<file path="src/rtl/seek_seq_pkg.sv">
package seek_seq_pkg;
  typedef enum logic [1:0] {
    SQ_IDLE = 2'd0,
    SQ_SEEK = 2'd1,
    SQ_RTZ  = 2'd2
  } sq_state_e;
endpackage

</file>
<file path="src/rtl/sq_diff_counter.sv">
module sq_diff_counter #(
  parameter int W = 9
) (
  input  logic         clk,
  input  logic         rst_n,
  input  logic         load,
  input  logic [W-1:0] load_val,
  input  logic         step,
  output logic [W-1:0] diff,
  output logic         at_end
);
  assign at_end = &diff;

  always_ff @(posedge clk or negedge rst_n) begin
    if (!rst_n)                diff <= '1;
    else if (load)             diff <= load_val;
    else if (step && !at_end)  diff <= diff + 1'b1;
  end

  // a step away from the terminal count advances by exactly one
  a_r1_step_inc: assert property (@(posedge clk) disable iff (!rst_n)
    step && !at_end && !load |=> diff == $past(diff) + 1'b1);

  // terminal count is sticky until the next load
  a_r1_end_hold: assert property (@(posedge clk) disable iff (!rst_n)
    at_end && !load |=> at_end);
endmodule

</file>
<file path="src/rtl/sq_phase_decode.sv">
module sq_phase_decode #(
  parameter int W        = 9,
  parameter int LIN_ZONE = 32
) (
  input  logic         clk,
  input  logic         rst_n,
  input  logic         active,
  input  logic         seen,
  input  logic [W-1:0] diff,
  output logic         ph_accel,
  output logic         ph_coarse,
  output logic         ph_linear,
  output logic         ph_stop
);
  localparam logic [W-1:0] LIN_V = LIN_ZONE[W-1:0];
  localparam logic [W-1:0] ONE_V = {{(W-1){1'b0}}, 1'b1};

  logic [W-1:0] togo;
  logic         near_stop;
  logic         in_lin;

  assign togo      = ~diff;
  assign near_stop = togo <= ONE_V;
  assign in_lin    = togo <= LIN_V;

  always_comb begin
    ph_stop   = active && near_stop;
    ph_linear = active && !near_stop && in_lin;
    ph_accel  = active && !in_lin && !seen;
    ph_coarse = active && !in_lin && seen;
  end

  // never two phases at once
  a_r4_phase_excl: assert property (@(posedge clk) disable iff (!rst_n)
    $onehot0({ph_accel, ph_coarse, ph_linear, ph_stop}));

  // acceleration is never re-entered straight from coarse
  a_r4_no_reaccel: assert property (@(posedge clk) disable iff (!rst_n)
    ph_coarse |=> !ph_accel);
endmodule

</file>
<file path="src/rtl/sq_dibit_watch.sv">
module sq_dibit_watch #(
  parameter int LOSS_CYC = 50_000_000
) (
  input  logic clk,
  input  logic rst_n,
  input  logic mon,
  input  logic dibit_ok,
  output logic expire
);
  localparam int CW = $clog2(LOSS_CYC + 1);
  localparam logic [CW-1:0] LIM = CW'(LOSS_CYC - 1);

  logic [CW-1:0] cnt;

  assign expire = mon && !dibit_ok && (cnt == LIM);

  always_ff @(posedge clk or negedge rst_n) begin
    if (!rst_n)                cnt <= '0;
    else if (!mon || dibit_ok) cnt <= '0;
    else if (cnt != LIM)       cnt <= cnt + 1'b1;
  end

  // any sample of a healthy pattern restarts the loss window
  a_r9_cnt_clear: assert property (@(posedge clk) disable iff (!rst_n)
    dibit_ok |=> cnt == '0);
endmodule

</file>
<file path="src/rtl/seek_seq.sv">
module seek_seq
  import seek_seq_pkg::*;
#(
  parameter int CYL_W    = 9,
  parameter int LIN_ZONE = 32,
  parameter int LOSS_CYC = 50_000_000
) (
  input  logic             clk,
  input  logic             rst_n,
  input  logic             seek_req,
  input  logic [CYL_W-1:0] seek_cyl,
  input  logic             rtz_req,
  input  logic             cyl_pulse,
  input  logic             on_cyl_in,
  input  logic             dibit_ok,
  input  logic             fault_clr,
  output logic             busy,
  output logic             rtz_active,
  output logic             ph_accel,
  output logic             ph_coarse,
  output logic             ph_linear,
  output logic             ph_stop,
  output logic             on_cyl,
  output logic             dir_fwd,
  output logic             odd_cyl,
  output logic             servo_inv,
  output logic             seek_done,
  output logic             ready,
  output logic             seek_err,
  output logic             fault,
  output logic [CYL_W-1:0] cur_cyl,
  output logic [CYL_W-1:0] tracks_to_go
);
  function automatic logic [CYL_W-1:0] seek_len(input logic [CYL_W-1:0] a,
                                                input logic [CYL_W-1:0] b);
    return (a > b) ? (a - b) : (b - a);
  endfunction

  sq_state_e        st;
  logic [CYL_W-1:0] cur_q, tgt_q, diff;
  logic             fwd_q, odd_q, seen_q, done_q, err_q, ready_q, fault_q;
  logic             at_end, expire;

  // named internal events
  logic start_rtz, acc_seek, zero_len, arrive, rtz_arr, ld, step;
  logic [CYL_W-1:0] ld_val;

  always_comb begin
    start_rtz = (st == SQ_IDLE) && !expire && rtz_req && !fault_q;
    acc_seek  = (st == SQ_IDLE) && !expire && !start_rtz && seek_req &&
                ready_q && !fault_q && (seek_cyl != cur_q);
    zero_len  = (st == SQ_IDLE) && !expire && !start_rtz && seek_req &&
                ready_q && !fault_q && (seek_cyl == cur_q);
    arrive    = (st == SQ_SEEK) && !expire && at_end && on_cyl_in;
    rtz_arr   = (st == SQ_RTZ) && !expire && on_cyl_in;
    ld        = acc_seek || start_rtz || rtz_arr;
    ld_val    = acc_seek ? ~seek_len(seek_cyl, cur_q) : (start_rtz ? '0 : '1);
    step      = (st == SQ_SEEK) && cyl_pulse && !expire;
  end

  sq_diff_counter #(.W(CYL_W)) u_cnt (
    .clk(clk), .rst_n(rst_n), .load(ld), .load_val(ld_val),
    .step(step), .diff(diff), .at_end(at_end));

  sq_phase_decode #(.W(CYL_W), .LIN_ZONE(LIN_ZONE)) u_phase (
    .clk(clk), .rst_n(rst_n), .active(st == SQ_SEEK), .seen(seen_q),
    .diff(diff), .ph_accel(ph_accel), .ph_coarse(ph_coarse),
    .ph_linear(ph_linear), .ph_stop(ph_stop));

  sq_dibit_watch #(.LOSS_CYC(LOSS_CYC)) u_watch (
    .clk(clk), .rst_n(rst_n), .mon((st != SQ_IDLE) || ready_q),
    .dibit_ok(dibit_ok), .expire(expire));

  always_ff @(posedge clk or negedge rst_n) begin
    if (!rst_n) begin
      st      <= SQ_IDLE;
      cur_q   <= '0;
      tgt_q   <= '0;
      fwd_q   <= 1'b0;
      odd_q   <= 1'b0;
      seen_q  <= 1'b0;
      done_q  <= 1'b0;
      err_q   <= 1'b0;
      ready_q <= 1'b0;
      fault_q <= 1'b0;
    end else begin
      done_q <= 1'b0;
      if (fault_clr) fault_q <= 1'b0;
      if (expire) begin
        fault_q <= 1'b1;
        ready_q <= 1'b0;
        st      <= SQ_IDLE;
      end else begin
        case (st)
          SQ_IDLE: begin
            if (start_rtz) begin
              st      <= SQ_RTZ;
              cur_q   <= '0;
              tgt_q   <= '0;
              fwd_q   <= 1'b0;
              odd_q   <= 1'b0;
              ready_q <= 1'b0;
              err_q   <= 1'b0;
            end else if (acc_seek) begin
              st     <= SQ_SEEK;
              tgt_q  <= seek_cyl;
              fwd_q  <= seek_cyl > cur_q;
              odd_q  <= seek_cyl[0];
              seen_q <= 1'b0;
              err_q  <= 1'b0;
            end else if (zero_len) begin
              tgt_q  <= seek_cyl;
              odd_q  <= seek_cyl[0];
              done_q <= 1'b1;
              err_q  <= 1'b0;
            end else if (seek_req) begin
              err_q <= 1'b1;
            end
          end
          SQ_SEEK: begin
            if (seek_req || rtz_req) err_q <= 1'b1;
            if (arrive) begin
              st     <= SQ_IDLE;
              cur_q  <= tgt_q;
              done_q <= 1'b1;
            end else if (cyl_pulse) begin
              seen_q <= 1'b1;
            end
          end
          SQ_RTZ: begin
            if (seek_req) err_q <= 1'b1;
            if (rtz_arr) begin
              st      <= SQ_IDLE;
              ready_q <= 1'b1;
              done_q  <= 1'b1;
            end
          end
          default: st <= SQ_IDLE;
        endcase
      end
    end
  end

  assign busy         = st != SQ_IDLE;
  assign rtz_active   = st == SQ_RTZ;
  assign on_cyl       = ready_q && (st == SQ_IDLE);
  assign dir_fwd      = fwd_q;
  assign odd_cyl      = odd_q;
  assign servo_inv    = !odd_q;
  assign seek_done    = done_q;
  assign ready        = ready_q;
  assign seek_err     = err_q;
  assign fault        = fault_q;
  assign cur_cyl      = cur_q;
  assign tracks_to_go = ~diff;

  // a completion pulse always leaves the register at the target
  a_r5_done_cur: assert property (@(posedge clk) disable iff (!rst_n)
    seek_done |-> cur_cyl == tgt_q);

  // a request while busy is always flagged
  a_r7_busy_reject: assert property (@(posedge clk) disable iff (!rst_n)
    busy && seek_req |=> seek_err);

  // a latched fault means no motion
  a_r9_fault_idle: assert property (@(posedge clk) disable iff (!rst_n)
    fault |-> !busy);

  // return-to-zero leaves the cylinder register at zero
  a_r8_rtz_zero: assert property (@(posedge clk) disable iff (!rst_n)
    rtz_active |-> cur_cyl == '0);
endmodule

</file>
<file path="config.mk">
export PLATFORM = sky130hd
export DESIGN_NAME = seek_seq
export DESIGN_NICKNAME = d
export VERILOG_FILES = /design/src/rtl/seek_seq_pkg.sv /design/src/rtl/sq_diff_counter.sv /design/src/rtl/sq_phase_decode.sv /design/src/rtl/sq_dibit_watch.sv /design/src/rtl/seek_seq.sv
export SDC_FILE = /design/constraint.sdc
export NUM_CORES = 1
export LEC_CHECK = 0
export BUFFER_PORTS_ARGS = -buffer_cell sky130_fd_sc_hd__clkbuf_2
export CORE_MARGIN = 3
export CORE_UTILIZATION = 53
export CTS_BUF_LIST = sky130_fd_sc_hd__clkbuf_16
export DETAILED_ROUTE_END_ITERATION = 8
export GPL_TIMING_DRIVEN = 1
export HOLD_SLACK_MARGIN = 0.02
export PLACE_DENSITY = 0.86
export REMOVE_ABC_BUFFERS = 1
export SLEW_MARGIN = 10
export SYNTH_ARGS = -nofsm -noshare
export SYNTH_HDL_FRONTEND = slang
export SYNTH_SLANG_ARGS = --single-unit
</file>
<file path="constraint.sdc">
create_clock -name clk -period 2.3 [get_ports clk]
set_input_delay 0.46 -clock clk [delete_from_list [all_inputs] [get_ports clk]]
set_output_delay 0.46 -clock clk [all_outputs]
set_load 0.03 [all_outputs]
</file>
==> summary.md <==
| Metric | Value |
|---|---|
| Status | `finished, violations left` |
| Failing checks | `setup timing` |
| Crit Path Category | `flip-flop to flip-flop` |
| FF+latch count, synth | `61` |
| Synth Flop Type | `dfrtp_1` |
| DP Wirelength | `just under 8 mm` |
| I/O Pins | `around 50` |
| CP Max Fanout | `8` |
| Sequential fraction of the synthesis area | `between 30 and 40%` |
| Vias in the first global route | `4203` |
| Pwr Total | `6.34 mW` |
| Required @ worst endpoint | `2.55 ns` |
| Die Span Y | `approximately 94 µm` |
| Period utilization | `112%` |
| GRT Residual Overflow | `0` |
| Critical path endpoint category | `flip-flop` |
| Top delay family on crit path | `compound AO/OA/AOI/OAI gates` |
| Slowest stage cell, crit path | `dfrtp_1` |
| Routed Wire Length | `14.8 mm` |
| H-tree depth | `3` |
| Final hold viol count | `0` |
| Synth top area cells | `dfrtp_1 32%, ha_1 7.7%, dfstp_2 5.8%` |
| Slew @ Worst Pin | `0.665 ns` |
| CTS clk-pin slew, worst paths | `about 0.06 ns` |
| Top cell type's share of synthesized area | `about 32%` |
| CTS buffer count | `9` |
| Mapped Area | `4070 µm²` |
| Cell row count | `31` |
| Largest net degree at the start of global routing | `29` |
| Power per cell area | `between 1000 and 1500 nW/µm²` |
| Final nets | `638` |
| CTS tree | `built` |
| Clk_lat worst skew | `approximately 0.34 ns` |
| Via count | `between 4000 and 5000` |
| Initial Utilization | `55.5%` |
| Total core area | `between 7000 and 8000 µm²` |
| Layout cells sized above 1 | `between 30% and 40%` |
| Relative slew slack | `55.7%` |
| Synth cell count leaders | `52 x dfrtp_1, 52 x nand2_1, 51 x nor2_1` |
| Unique masters post-synth | `64` |
| Post-route ant nets | `0` |
| TritonRoute pass-1 iters | `5` |
| Yosys Warn Count | `0` |
| Clock sink count | `61` |
| DR DRC count | `0` |
| # port buffers | `48` |
| Startpoint types | `flip-flop` |
| F_max | `~0.39 GHz` |
| Final Max Slew Viols | `0` |
| Die ar. | `a little under 9000 µm²` |
| Die W | `approximately 94 µm` |
| First-pass GRT wire length | `between 20 and 25 mm` |
| Total GRT Usage | `between 20% and 30%` |
| Initial antenna violation count | `0` |
| Synth-to-Final Area Change | `40.8%` |
| CP Cell Sequence | `inv_1, ha_1, a21oi_2, o221ai_2, o221ai_4, mux2i_2, xor2_1, nor2_1, o32a_1` |
| Maxcap violations | `0` |
| Setup TNS | `-1.80 ns` |
| Root Driver | `clkbuf_16` |
| Cell taking the most area after synthesis | `dfrtp_1` |
| Asr flop ratio synth | `100%` |
| Dpl cell area | `4890 µm²` |
| Final setup fails | `14` |
| Post-Layout Inst Area | `roughly 5700 µm²` |
| Worst endpoint data arrival time | `between 2 and 3 ns` |
| Post-Synthesis Cells | `between 400 and 500` |
| PnR worst setup slack | `-0.270 ns` |
| Skew final | `0.0152 ns` |
| Antenna cells | `0` |
| Place WS | `-0.377 ns` |
| Gpl congestion | `between 0.9 and 1` |
| Final min period | `roughly 2.6 ns` |
| Iter 0 DRT Violations | `between 500 and 600` |
| Post-synth EDFFs | `0` |
| Tightest Hold Check Type | `primary input to asynchronous set/reset pin` |
| Syn Area/Cell | `around 8.8 µm²` |
| CP bufs+invs | `1` |
| Leak | `roughly 2.6 nW` |
| RSZ-0062 raised after global routing | `yes` |
| Vias per cell | `between 6 and 7` |
| Peak VDD IR | `about 490 µV` |
| Longest Clk Path Bufs | `2` |
| Largest stage delay, worst path | `0.45 ns` |
| WL per Instance | `between 20 and 25 µm` |
-- layout by cell type, fill, tap and decap left out, types with 4 or more instances in the layout --
master	netlist	layout
xnor2_1	12	12
a21oi_2	1	5
mux2i_1	7	4
and4_1	4	4
buf_4	2	84
or3_1	9	7
xor2_1	17	17
o21ai_0	24	22
ha_4	0	12
o31ai_1	7	6
and2_1	5	5
nand4_1	9	9
buf_6	2	4
a22o_1	7	7
clkbuf_2	0	44
nor2_1	51	43
nor2_2	0	6
dfstp_2	9	9
a31oi_1	5	4
dfrtp_1	52	52
clkbuf_16	0	9
inv_1	40	41
a21oi_1	20	14
ha_1	25	12
nand3_1	17	17
nor3_1	8	7
nand2_1	52	51
-- through the flow --
stage | cells | hold slack [ns] | utilization, %
after global placement | 664 | 0.475 | 66.7
after floorplan | 446 | 0.164 | -
after global routing | 698 | 0.164 | 78.1
after detailed placement | 664 | 0.484 | 66.7
after CTS | 686 | 0.147 | 73.8
final | 698 | 0.148 | 78.1
-- registers in the layout (all words and copies together) (netlist names) --
name and cells:
seek_err 1, seek_done 1, tgt_q 9, dir_fwd 1
cur_cyl 9, ready 1, st 2, seen_q 1
u_cnt.diff 9, fault 1, u_watch.cnt 26
-- final timing paths --
check / startpoint / endpoint / slack (ns) / depth (start not counted)
setup / recovery: cur_cyl[3]$_DFFE_PN0P_ / u_cnt.diff[4]$_DFFE_PN1P_ / -0.27 / 9
hold / removal: rst_n / u_watch.cnt[3]$_DFFE_PN0N_ / 0.15 / 1
hold reg to reg: tgt_q[8]$_DFFE_PN0P_ / tgt_q[8]$_DFFE_PN0P_ / 0.50 / 1
setup reg to reg: cur_cyl[3]$_DFFE_PN0P_ / u_cnt.diff[4]$_DFFE_PN1P_ / -0.27 / 9
min in group clk: fault_clr / fault$_DFFE_PN0P_ / 0.30 / 2
max in group asynchronous: rst_n / cur_cyl[4]$_DFFE_PN0P_ / 1.51 / 2
-- report_power, final --
| group | internal (mW) | total (mW) | switching (mW) |
|---|---|---|---|
| combinational | 1.29 | 3.39 | 2.10 |
| clock | 0.820 | 1.31 | 0.492 |
| sequential | 1.36 | 1.64 | 0.277 |
-- what timing repair did --
action                     CTS  global route
hold buffers                 0             0
pin swaps                    6            25
setup endpoints to repair   12            37
setup buffers                6            12
gates resized for setup     31            40
-- cell families after synthesis --
family,share of synthesized area (%)
buf+inv,5.88
xor+xnor,6.25
fa+ha+maj,8.68
flops,37.8
simple gates,21.3
mux,2.28
compound gates,17.8
-- final cells by class --
cell class,count,area [µm²]
multi-input combinational,344,2650
inverter,41,154
clock buffer,9,225
tap,99,124
sequential,61,1540
clock inverter,7,57.6
timing repair buffer,137,975
fill,397,1610
-- routing by layer --
metal  global-route usage [%]  vias up  share of wire [%]
met5                        0        -                  0
met4                     15.3        0                8.8
met3                     6.76      150                8.9
met2                     50.9      346                 47
met1                     33.5     2088                 35
li1                         -     1889                  -
No activity file was read; power rests on OpenSTA's default activity.
